==> src/rtl/alm_pkg.sv <==
package alm_pkg;

    // Result of classifying one sample
    typedef struct packed {
        logic at_mid;
        logic near_rail;
    } alm_flags_t;

endpackage

==> src/rtl/alm_classify.sv <==
module alm_classify #(
    parameter int SAMPLE_W = 10,
    parameter int MID_CODE = 511,
    parameter int RAIL_HI  = 1000,
    parameter int RAIL_LO  = 22
) (
    input  logic [SAMPLE_W-1:0] smp,
    output alm_pkg::alm_flags_t flags
);
    localparam logic [SAMPLE_W-1:0] MID_V = SAMPLE_W'(MID_CODE);
    localparam logic [SAMPLE_W-1:0] HI_V  = SAMPLE_W'(RAIL_HI);
    localparam logic [SAMPLE_W-1:0] LO_V  = SAMPLE_W'(RAIL_LO);

    always_comb begin
        flags.at_mid    = (smp == MID_V);
        flags.near_rail = (smp > HI_V) || (smp < LO_V);
    end
endmodule

==> src/rtl/alm_hold.sv <==
module alm_hold #(
    parameter int HOLD_LOAD = 254,
    localparam int HOLD_W = $clog2(HOLD_LOAD + 1)
) (
    input  logic clk,
    input  logic rst_n,
    input  logic load,
    input  logic tick_en,
    output logic active
);
    typedef struct packed {
        logic [HOLD_W-1:0] cnt;
    } hold_st_t;

    hold_st_t st_d, st_q;

    always_comb begin
        st_d = st_q;
        if (load) begin
            st_d.cnt = HOLD_W'(HOLD_LOAD);
        end else if (tick_en && (st_q.cnt != '0)) begin
            st_d.cnt = st_q.cnt - HOLD_W'(1);
        end
    end

    always_ff @(posedge clk) begin
        if (!rst_n) st_q <= '0;
        else        st_q <= st_d;
    end

    assign active = (st_q.cnt != '0);
endmodule

==> src/rtl/audio_level_monitor.sv <==
module audio_level_monitor #(
    parameter int SAMPLE_W  = 10,
    parameter int RAIL_HI   = 1000,
    parameter int RAIL_LO   = 22,
    parameter int HOLD_LOAD = 254,
    localparam int MID_CODE = (1 << (SAMPLE_W - 1)) - 1
) (
    input  logic                clk,
    input  logic                rst_n,
    input  logic                smp_valid,
    input  logic [SAMPLE_W-1:0] smp_data,
    input  logic                tick_en,
    output logic                center_o,
    output logic                clip_o
);
    typedef struct packed {
        logic center;
    } mon_st_t;

    alm_pkg::alm_flags_t flags;
    mon_st_t st_d, st_q;
    logic clip_evt;

    alm_classify #(
        .SAMPLE_W(SAMPLE_W), .MID_CODE(MID_CODE),
        .RAIL_HI(RAIL_HI),   .RAIL_LO(RAIL_LO)
    ) i_classify (
        .smp(smp_data), .flags(flags)
    );

    always_comb begin
        st_d     = st_q;
        clip_evt = smp_valid && flags.near_rail;
        if (smp_valid) st_d.center = flags.at_mid;
    end

    always_ff @(posedge clk) begin
        if (!rst_n) st_q <= '0;
        else        st_q <= st_d;
    end

    alm_hold #(.HOLD_LOAD(HOLD_LOAD)) i_hold (
        .clk(clk), .rst_n(rst_n), .load(clip_evt),
        .tick_en(tick_en), .active(clip_o)
    );

    assign center_o = st_q.center;
endmodule

==> config.mk <==
export PLATFORM = sky130hd
export DESIGN_NAME = audio_level_monitor
export DESIGN_NICKNAME = d
export VERILOG_FILES = /design/src/rtl/alm_pkg.sv /design/src/rtl/alm_classify.sv /design/src/rtl/alm_hold.sv /design/src/rtl/audio_level_monitor.sv
export SDC_FILE = /design/constraint.sdc
export NUM_CORES = 1
export LEC_CHECK = 0
export BUFFER_PORTS_ARGS = -buffer_cell sky130_fd_sc_hd__buf_2
export CORE_AREA = 2 2 39 41
export CTS_CLUSTER_SIZE = 14
export DETAILED_ROUTE_END_ITERATION = 12
export DIE_AREA = 0 0 41 43
export MAX_ROUTING_LAYER = met4
export PLACE_DENSITY = 0.81
export SLEW_MARGIN = 15
export SYNTH_ARGS = -nofsm -noshare
export SYNTH_HDL_FRONTEND = slang
export SYNTH_SLANG_ARGS = --single-unit
==> constraint.sdc <==
create_clock -name clk -period 3.1 [get_ports clk]
set_clock_uncertainty 0.15 [all_clocks]
set_input_delay 0.62 -clock clk [delete_from_list [all_inputs] [get_ports clk]]
set_output_delay 0.62 -clock clk [all_outputs]
set_load 0.05 [all_outputs]
* Word level (Yosys, flattened, before mapping) *
Cells that the tools add are included.

storage, ports and cells
  register bits = 9
  latch bits = 0
  RAM bits = 0
  ROM bits = 0
  bits of input ports = 14
  output and inout port bits = 2
  memories = 0

operators by class
  add/sub/neg operators = 1
  multiply operators = 0
  divide/modulo/power cells = 0
  magnitude comparators = 2
  equality and inequality tests = 1
  shifts and indexed selects = 0
  muxes and demuxes = 2
  bitwise logic cells = 1
  reduce and logical (&&, ||, !) cells = 6

operators by type and width
  cell                                                          count
  two-way mux 8 bit                                             2
  == test 10 x 9 -> 1 bit (second input constant)               1
  > comparator 10 bit (second input constant)                   1
  less-than comparator 10 x 5 -> 1 bit (second input constant)  1
  nonzero test 8 bit                                            1
  subtractor 8 x 1 -> 8 bit (second input constant)             1
  logical AND 1 bit                                             2
  nonzero test 2 bit                                            1
  OR reduction 2 bit                                            1
  logical OR 1 bit                                              1
  inverter 1 bit                                                1

* Logic depth before layout (Yosys ltp) *
Gate-level depths: netlist of run 1.

  depth in word-level cells = 4
  gate-level depth with buffers = 6

* Hierarchy *
From an unflattened synthesis of run 1, not the netlist that was laid out.

second synthesis, totals
  cells, all modules = 65
  area total of the unflattened synthesis = 555.5 µm²

by module, submodules not included
  module               instances  cells an instance  area an instance (µm²)
  alm_hold             1          50                 442.9
  alm_classify         1          11                 68.8
  audio_level_monitor  1          4                  43.8

* Least setup slack after synthesis of run 1 *
OpenSTA, ideal clock, no wires.

  kind = reg-to-output
  start = register i_hold.st_q[0] in the netlist's numbering
  end = output clip_o
  arrival time = 1.316 ns
  setup slack = 1.014 ns
  cell stages (with the launch flop) = 5
  cells stage by stage = dfxtp_1 inv_1 ha_1 nor3b_2 nand2_1

on the way
  cells in the longest elaborated chain, start to end = 1

ends and longest elaborated chain
  what                    RTL line                   text
  from (decl)             alm_hold.sv:15             hold_st_t st_d, st_q;
  from (signal assigned)  alm_hold.sv:28             else st_q <= st_d;
  nonzero test 8 bit      alm_hold.sv:31             assign active = (st_q.cnt != '0);
  to (decl)               audio_level_monitor.sv:14  output logic clip_o

No other way between the ends.

* Worst setup path after layout of run 1 *
Same ends and word-level chain as after synthesis.

==> results by group, run 1 <==
Run status
  – Status: finished clean

Global routing
  – Total GRT Usage: between 10% and 20%
  – Global-route wire length before repair: around 1.8 mm
  – Vias in the first global route: just under 500
  – Antenna violations before repair: 0
  – Largest net degree at the start of global routing: 10
  – Total gr overflow: 0

Routing
  – Post-DRT Antenna Nets: 0
  – Routed len/inst: about 12 um
  – DRT Pass-1 Iters: 4
  – Iter 0 DRT Violations: 3
  – Final WL: between 1 and 1.5 mm
  – Vias after detailed routing: about 500
  – Via/cell ratio: around 5.4
  – DRC Markers: 0

STA
  – Fmax: roughly 420 MHz
  – Worst-Margin Slew: around 0.56 ns
  – Endpoints failing hold: 0
  – Min Tclk post-route: between 2 and 2.5 ns
  – Fin crit share: 77.36%
  – Final setup TNS: 0 ns
  – # setup viols final: 0
  – Rel. slew slack: 62.23%
  – Slew Viols, Final: 0
  – RSZ-0062 raised after global routing: false

Critical path
  – CP Data Arrival Time: 1.63 ns
  – CP Class: flop to primary output
  – Max incr delay on CP: 0.48 ns
  – Worst Path Max Fanout: 8
  – CP required: between 2 and 2.5 ns
  – Crit end category: primary output
  – Slowest cell on crit path: nor3b_2
  – Nature of the critical path startpoint: flop
  – Crit-path cells: inv_1 -> ha_1 -> nor3b_2 -> nand2_1 -> buf_2

Layout
  – Area growth syn-to-layout: 20.82%
  – Fin util: between 50% and 60%
  – Nets: 95
  – Number of diodes: 0
  – Layout fillers: roughly 130
  – Fin cells: 94
  – Ratio of cells with drive above 1 in the final layout: 33.33%

Clock tree
  – Clock sinks: 9
  – Clock-pin slew on the worst setup and hold paths: around 0.060 ns
  – CTS tree: built
  – CTS H-tree lvls: 1
  – Max Buffers Root-to-Sink: 2
  – Hold_buf cts: 0
  – Clock Latency Late Sink: around 0.26 ns
  – CTS Buf Count: 3
  – Post-CTS Setup Repair Bufs: 0
  – CTS root buf: clkbuf_4
  – Post-cts resize count: 0

Logic synthesis
  – Syn nets: 75
  – Top cell type's share of synthesized area: between 30% and 40%
  – Average size of a mapped cell: just under 10 um2
  – Synth top area cells: dfxtp_1 31%, xnor2_1 11%, a21boi_0 9.0%
  – Unique cell type count in the Yosys netlist: 27
  – Area leader, netlist: dfxtp_1
  – FF+latch count, synth: 9
  – Sequential fraction of the synthesis area: 30.90%
  – Cell count after synthesis: slightly below 60
  – Mapped cell area: between 500 and 600 um2
  – Yosys warning total: 0

Min path
  – Min-delay worst type: flop to flop

Flow run
  – Max Cap Viol: 0

Place
  – Post-DP HPWL: about 920 um
  – I/O Buffers: 15
  – Cell Count Post-Placement: 90
  – Final Wtd Congestion: roughly 0.69

Power
  – Worst VDD drop: 0.2931 mV
  – Power after layout: between 0.6 and 0.7 mW
  – Static Leak: between 0.2 and 0.3 nW
  – PD cells: approximately 900 nW/um2

Floorplan
  – Starting Density: 42.13%
  – Die X: ~41 um
  – I/O pins: 16
  – Core area: ~1400 um2
  – Die H: between 40 and 50 um
  – DIE AREA: about 1800 um2
  – Core Rows: 14
-- cells by family (layout without fill, tap and decap cells) --
family	count (synthesis)	in the layout	synth area share, %
buf+inv	3	22	1.931
flops	9	9	30.90
fa+ha+maj	2	2	4.291
mux	1	1	1.931
simple gates	18	18	24.04
xor+xnor	7	7	10.52
compound gates	19	19	26.40
-- path summary, 6_finish.rpt --
check	endpoint	depth (start not counted)	slack [ns]	startpoint
setup / recovery	clip_o	5	0.70	i_hold.st_q[0]
hold / removal	center_o	2	0.34	center_o
setup reg to reg	i_hold.st_q[1]	6	1.19	i_hold.st_q[0]
hold reg to reg	center_o	2	0.34	center_o
-- cells in the final DEF, fill, tap and decap left out, types with 2 or more instances in the layout --
cell type,synthesis,routed
a21boi_0,7,7
buf_2,0,15
xnor2_1,7,7
ha_1,2,2
inv_1,3,3
nand4_1,2,2
nor2_1,2,2
a21oi_1,2,2
dfxtp_1,9,9
clkbuf_4,0,3
a211oi_1,4,4
nand2_1,2,2
or2_2,3,3
-- Yosys cell counts --
master	count
nor4_4	1
a21o_1	1
inv_1	3
nor4bb_1	1
nand2b_1	1
or4b_4	1
a211oi_1	4
or2_2	3
nor3b_2	1
nand4b_1	1
ha_1	2
xnor2_1	7
a2111oi_4	1
nor3b_1	1
o21ai_0	1
a21oi_1	2
mux2_2	1
a21boi_0	7
dfxtp_1	9
and3_1	1
o21ai_1	1
a2111oi_0	1
nand4_1	2
nand2_1	2
a21boi_1	1
nor2_1	2
or4_1	1
-- state kept, by name (all words and copies together) (netlist names) --
name / cells
center_o: 1
i_hold.st_q: 8
-- critical path, delay by kind of cell (launching register included) --
| family | cells | cell delay, ns |
|---|---|---|
| flip-flops | 1 | 0.30 |
| adder cells (fa/ha/maj) | 1 | 0.16 |
| AND/OR/NAND/NOR | 2 | 0.58 |
| buffers and inverters | 2 | 0.33 |
-- final cells by class --
type / count / area, um2 / share of cell area, %
well taps: 16 / 20.02 / 2.842
flip-flops and latches: 9 / 180.2 / 25.58
repair buffers: 15 / 75.07 / 10.66
inverters: 3 / 11.26 / 1.599
multi-input cells: 47 / 391.6 / 55.60
clock buffers: 4 / 26.28 / 3.730
-- routing by layer --
layer	global-route usage, %	vias to the layer above	part of all wire (%)
met5	-	-	0
met4	14.00	0	2.5
met3	3.141	3	4.9
met2	25.31	17	53
met1	15.36	231	39
li1	-	257	-
-- through the flow --
stage | hold WS [ns] | instance area [um2] | setup slack, ns
6_report | 0.3395 | 704.4 | 0.7019
5_1_grt | 0.3615 | 704.4 | 0.5640
4_1_cts | 0.3370 | 704.4 | 0.6752
3_5_place_dp | 0.3311 | 678.2 | 0.9357
3_3_place_gp | 0.3125 | 678.2 | 1.000
2_1_floorplan | 0.3993 | 583.1 | 1.014
-- where the power goes --
part | leakage (nW) | switching, mW | internal [mW]
registers | 0.0739 | 0.0387 | 0.151
clock network | 0.0150 | 0.0376 | 0.0494
logic | 0.182 | 0.197 | 0.163
(Power assumes the default switching activity.)
==> inputs of run 2 (changes only) <==
CORE_AREA = not set   (was 2 2 39 41)
CORE_MARGIN = 2   (was not set)
CORE_UTILIZATION = 44   (was not set)
DIE_AREA = not set   (was 0 0 41 43)
PLACE_DENSITY = 0.84   (was 0.81)
clock period = 2.18 ns   (was 3.1 ns; I/O delays follow)
==> run 2 against run 1 <==
Against the previous run:
- sequential power is 45% higher
- register-to-register slack got worse by 0.85 ns
- wire length down 0.55%
- sequential share of layout area down 0.53 points
- critical endpoint unchanged
- power is 49% higher
- non-clock buffer count grew 1
- core utilization rose by 5.8 points
- largest cell class unchanged
- clock power up 40%
- combinational power grew 53%
- worst setup slack worse by 0.56 ns
==> results by group, run 2 (synthesized netlist as in run 1, its figures left out) <==
Run status
  – Status: finished clean

Layout
  – Register Area: 180.2 um2 (unchanged)
  – Multi-input gate area: 397.9 um2 (+1.6%)
  – Number of diodes: 0 (unchanged)
  – Area growth syn-to-layout: 23.39%
  – Most frequent cells in the layout: 14 x buf_2, 9 x dfxtp_1, 7 x xnor2_1, 7 x a21boi_0, 4 x a211oi_1
  – Layout fillers: 124 (-3.1%)
  – Nets: 96 (+1.1%)
  – Reg with most FFs: i_hold.st_q
  – Commonest non-fill, non-tap cell in the layout: buf_2
  – Max FFs per register: 8 (unchanged)
  – Ratio of cells with drive above 1 in the final layout: 34.18% (+0.84 points)

STA
  – RSZ-0062 raised after global routing: false
  – Final setup TNS: 0 ns (unchanged)
  – Rel. slew slack: 67.34% (+5.1 points)
  – Worst-Margin Slew: 0.4775 ns (-0.08657 ns)
  – Slew Viols, Final: 0 (unchanged)
  – Min Tclk post-route: about 2.0 ns
  – # setup viols final: 0 (unchanged)
  – Endpoints failing hold: 0 (unchanged)
  – Hold slack: 0.3148 ns (-0.02469 ns)
  – Fmax: roughly 490 MHz
  – Fin crit share: a little over nine tenths
  – Setup slack after layout: 0.1379 ns (-0.5640 ns)

Routing
  – Final WL: 1.083 mm (-0.55%)
  – Post-DRT Antenna Nets: 0 (unchanged)
  – DR WL met2: 583 um (+0.17%)
  – Vias after detailed routing: 503 (-0.98%)
  – Iter 0 DRT Violations: 5 (+2)
  – Via/cell ratio: 5.351 (-0.98%)
  – Highest metal used: met4
  – DRC Markers: 0 (unchanged)
  – Routed len/inst: 11.52 um (-0.55%)
  – Detail Route met3 WL: 25 um (-53%)
  – DRT Pass-1 Iters: 2 (-2)
  – Met1 WL: 455 um (+6.8%)

Global routing
  – Antenna violations before repair: 0 (unchanged)
  – Largest net degree at the start of global routing: 10 (unchanged)
  – Global-route wire length before repair: 1.759 mm (-3.0%)
  – Total GRT Usage: 17.41% (+1.4 points)
  – Total gr overflow: 0 (unchanged)
  – Vias in the first global route: 471 (-2.3%)

Clock tree
  – CTS root buf: clkbuf_4
  – Clock sinks: 9 (unchanged)
  – Clock-pin slew on the worst setup and hold paths: 0.06 ns (about the same)
  – CTS H-tree lvls: 1 (unchanged)
  – CTS Buf Count: 3 (unchanged)
  – Max Buffers Root-to-Sink: 2 (unchanged)
  – Clock Latency Late Sink: 0.25 ns (about the same)
  – CTS tree: built

Critical path
  – CP required: 1.59 ns (-0.74 ns)
  – Max incr delay on CP: 0.32 ns (-0.16 ns)
  – Bufs and invs on worst path: 2 (unchanged)
  – CP Data Arrival Time: 1.46 ns (-0.17 ns)
  – Slowest cell on crit path: nor3b_4
  – Setup slack, reg-to-reg: 0.34 ns (-0.85 ns)
  – Worst Path Max Fanout: 8 (unchanged)
  – Top Family by Delay on Critical Path: simple AND/OR/NAND/NOR gates
  – Crit-path cells: inv_1 -> ha_1 -> nor3b_4 -> nand2_1 -> buf_4
  – CP Class: flop to primary output
  – Nature of the critical path startpoint: flop
  – Crit end category: primary output

Min path
  – Min-delay worst type: input port to flop

Place
  – I/O Buffers: 15 (unchanged)
  – Place WS: 0.2224 ns (-0.7133 ns)
  – Final Wtd Congestion: 0.6807 (-1.2%)

Floorplan
  – Die H: 40.40 um (-6.0%)
  – DIE AREA: 1632 um2 (-7.4%)
  – Die X: 40.40 um (-1.5%)
  – I/O pins: 16 (unchanged)
  – Core Rows: 13 (-1)
  – Core area: 1269 um2 (-8.3%)
  – Starting Density: 45.96% (+3.8 points)

Flow run
  – Max Cap Viol: 0 (unchanged)

Power
  – Power after layout: 0.9469 mW (+49%)
  – Static Leak: 0.2783 nW (+2.9%)
  – Worst VDD drop: 0.4920 mV (+68%)
  – PD cells: 1316 nW/um2 (+46%)
run 2: changes by cell type in the layout (fill, tap and decap cells not counted):
cell / delta
nor3b_2: -1
buf_4: +2
nor3b_4: +1
buf_2: -1
run 2: cell type report:
type                    count  share of cell area, %
multi-input cells          47                  55.30
flip-flops and latches      9                  25.04
repair buffers             16                  11.83
clock buffers               4                  3.652
well taps                  15                  2.609
inverters                   3                  1.565
run 2: worst reg2reg max path, cell delays in order (launching register included):
cell and delay (ns):
dfxtp_1 0.32, inv_1 0.08, ha_1 0.21, nor3b_4 0.18, a2111oi_0 0.49, xnor2_1 0.18, a21boi_0 0.09
run 2: through the flow:
step                area (um2)  instances  utilization, %
global placement         676.9         89           53.35
CTS                      709.4         93           55.92
floorplan                583.1         59               -
finish                   719.4         94           56.71
detailed placement       676.9         89           53.35
global route             719.4         94           56.71
run 2: layer usage:
metal	global-route usage (%)	up-vias
li1	-	263
met1	16.78	224
met2	30.56	14
met3	3.333	2
met4	12.50	0
met5	-	-
run 2: what timing repair did:
| item | in CTS | in global routing |
|---|---|---|
| setup endpoints to repair | 1 | 1 |
| setup buffers | 0 | 1 |
| hold buffers | 0 | 0 |
| gates resized for setup | 1 | 2 |
run 2: worst paths after layout:
check | depth (start not counted) | to | from
max | 5 | clip_o | i_hold.st_q[0]
min | 3 | center_o | smp_valid
max reg2reg | 6 | i_hold.st_q[3] | i_hold.st_q[0]
min reg2reg | 2 | center_o | center_o
run 2: report_power, final:
| part | total [mW] | switching [mW] | internal (mW) |
|---|---|---|---|
| Clock | 0.122 | 0.0520 | 0.0701 |
| Combinational | 0.550 | 0.279 | 0.271 |
| Sequential | 0.275 | 0.0598 | 0.215 |
| Total | 0.947 | 0.391 | 0.556 |
==> inputs of run 3 (changes only) <==
CELL_PAD_IN_SITES_DETAIL_PLACEMENT = 0   (was not set)
CELL_PAD_IN_SITES_GLOBAL_PLACEMENT = 1   (was not set)
CORE_ASPECT_RATIO = 1.25   (was not set)
CORE_UTILIZATION = 33   (was 44)
PLACE_DENSITY = 0.83   (was 0.84)
==> run 3 against run 2 <==
Against the previous run:
- worst hold slack worse by 0.0016 ns
- largest power group unchanged
- core utilization down 15 points
- clock power about the same
- maximum frequency up 0.98%
- highest routed layer unchanged
==> results by group, run 3 (synthesized netlist as in run 1, its figures left out) <==
Critical path
  – CP Data Arrival Time: 1.44 ns (-0.02 ns)
  – Setup slack, reg-to-reg: 0.24 ns (-0.10 ns)
  – Nature of the critical path startpoint: flop
  – Crit end category: primary output
  – CP Class: flop to primary output
  – Worst Path Max Fanout: 8 (unchanged)
  – CP required: 1.59 ns (about the same)

Routing
  – DRC Markers: 0 (unchanged)
  – Iter 0 DRT Violations: 8 (+3)
  – Post-DRT Antenna Nets: 0 (unchanged)
  – Vias after detailed routing: 513 (+2.0%)
  – Final WL: 1.081 mm (-0.18%)
  – Via/cell ratio: 5.235 (-2.2%)
  – DRT Pass-1 Iters: 2 (unchanged)
  – Routed len/inst: 11.03 um (-4.3%)

Floorplan
  – DIE AREA: 2121 um2 (+30%)
  – Die X: 41.60 um (+3.0%)
  – Core Rows: 17 (+4)
  – Starting Density: 33.84% (-12 points)
  – Die H: 51.00 um (+26%)
  – Core area: 1723 um2 (+36%)
  – I/O pins: 16 (unchanged)

Layout
  – Nets: 96 (unchanged)
  – Fin cells: 98 (+4.3%)
  – Most frequent cells in the layout: 15 x buf_2, 9 x dfxtp_1, 7 x xnor2_1, 7 x a21boi_0, 4 x a211oi_1
  – Max FFs per register: 8 (unchanged)
  – Reg with most FFs: i_hold.st_q
  – Commonest non-fill, non-tap cell in the layout: buf_2
  – Number of diodes: 0 (unchanged)
  – Area growth syn-to-layout: 23.82%
  – Ratio of cells with drive above 1 in the final layout: 34.18% (unchanged)

Min path
  – Min-delay worst type: input port to flop

STA
  – Min Tclk post-route: 2.022 ns (-0.01979 ns)
  – Fmax: 494.5 MHz (+0.98%)
  – Slew Viols, Final: 0 (unchanged)
  – Fin crit share: 92.76% (-0.91 points)
  – Final setup TNS: 0 ns (unchanged)
  – Rel. slew slack: 67.09% (-0.25 points)
  – Worst-Margin Slew: 0.4812 ns (+0.003691 ns)
  – RSZ-0062 raised after global routing: false
  – Endpoints failing hold: 0 (unchanged)
  – # setup viols final: 0 (unchanged)

Global routing
  – Total gr overflow: 0 (unchanged)
  – Largest net degree at the start of global routing: 10 (unchanged)
  – Antenna violations before repair: 0 (unchanged)
  – Vias in the first global route: 500 (+6.2%)
  – Global-route wire length before repair: 1.828 mm (+3.9%)
  – Total GRT Usage: 11.44% (-6.0 points)

Clock tree
  – Clock Latency Late Sink: 0.26 ns (about the same)
  – CTS tree: built
  – CTS H-tree lvls: 1 (unchanged)
  – Max Buffers Root-to-Sink: 2 (unchanged)
  – Clock sinks: 9 (unchanged)
  – CTS Buf Count: 3 (unchanged)
  – CTS root buf: clkbuf_4
  – Clock-pin slew on the worst setup and hold paths: 0.06 ns (about the same)

Place
  – Final Wtd Congestion: 0.7500 (+10%)
  – I/O Buffers: 15 (unchanged)
  – Cell Count Post-Placement: 93 (+4.5%)
  – Post-DP HPWL: between 800 and 900 um

Power
  – Static Leak: 0.2770 nW (-0.47%)
  – PD cells: 1297 nW/um2 (-1.4%)
  – Worst VDD drop: 0.5584 mV (+13%)

Run status
  – Status: finished clean

Flow run
  – Max Cap Viol: 0 (unchanged)
## run 3: final cells by class
cell class              count  area, um2
fillers                   165       1001
well taps                  19      23.77
inverters                   3      11.26
clock buffers               4      26.28
flip-flops and latches      9      180.2
multi-input cells          47      397.9
repair buffers             16      82.58
## run 3: through the flow
| step | cell area (um2) | worst slack (ns) | util (%) | power (mW) | hold slack (ns) |
|---|---|---|---|---|---|
| final | 721.9 | 0.1577 | 41.90 | 0.9366 | 0.3132 |
| after global routing | 721.9 | 0.05138 | 41.90 | 0.9969 | 0.3456 |
| after CTS | 714.4 | 0.08972 | 41.47 | 0.9163 | 0.3225 |
| after detailed placement | 681.9 | 0.2162 | 39.58 | 0.7749 | 0.3268 |
| after global placement | 681.9 | 0.2618 | 39.58 | 0.7694 | 0.3148 |
| after floorplan | 583.1 | 0.2775 | - | 0.6834 | 0.3993 |
## run 3: timing repair
action,4_1_cts,5_1_grt
resized for setup,1,0
hold buffers,0,0
pin swaps,0,0
buffers inserted,0,1
setup endpoints to repair,1,1
## run 3: per-layer routing
| layer | part of all wire, % | track usage (%) | vias to the layer above |
|---|---|---|---|
| met2 | 51 | 20.57 | 14 |
| met1 | 43 | 10.92 | 232 |
| li1 | - | - | 265 |
| met4 | 2.3 | 8.065 | 0 |
| met5 | 0 | - | - |
| met3 | 4.1 | 2.120 | 2 |
## run 3: path summary, 6_finish.rpt
kind / from / end / cells after the start
min reg2reg: center_o / center_o / 2
max reg2reg: i_hold.st_q[0] / i_hold.st_q[3] / 7
max: i_hold.st_q[2] / clip_o / 3
min: smp_valid / center_o / 3
## run 3: report_power, final
group          switching [mW]  internal, mW
Clock                  0.0530        0.0702
Combinational           0.277         0.262
Sequential             0.0589         0.215
Total                   0.389         0.548
## run 3: worst max-delay path, cell delays in order (launching register included)
cell and delay (ns):
dfxtp_1 0.37, nor4_4 0.50, nand2_1 0.08, buf_2 0.23
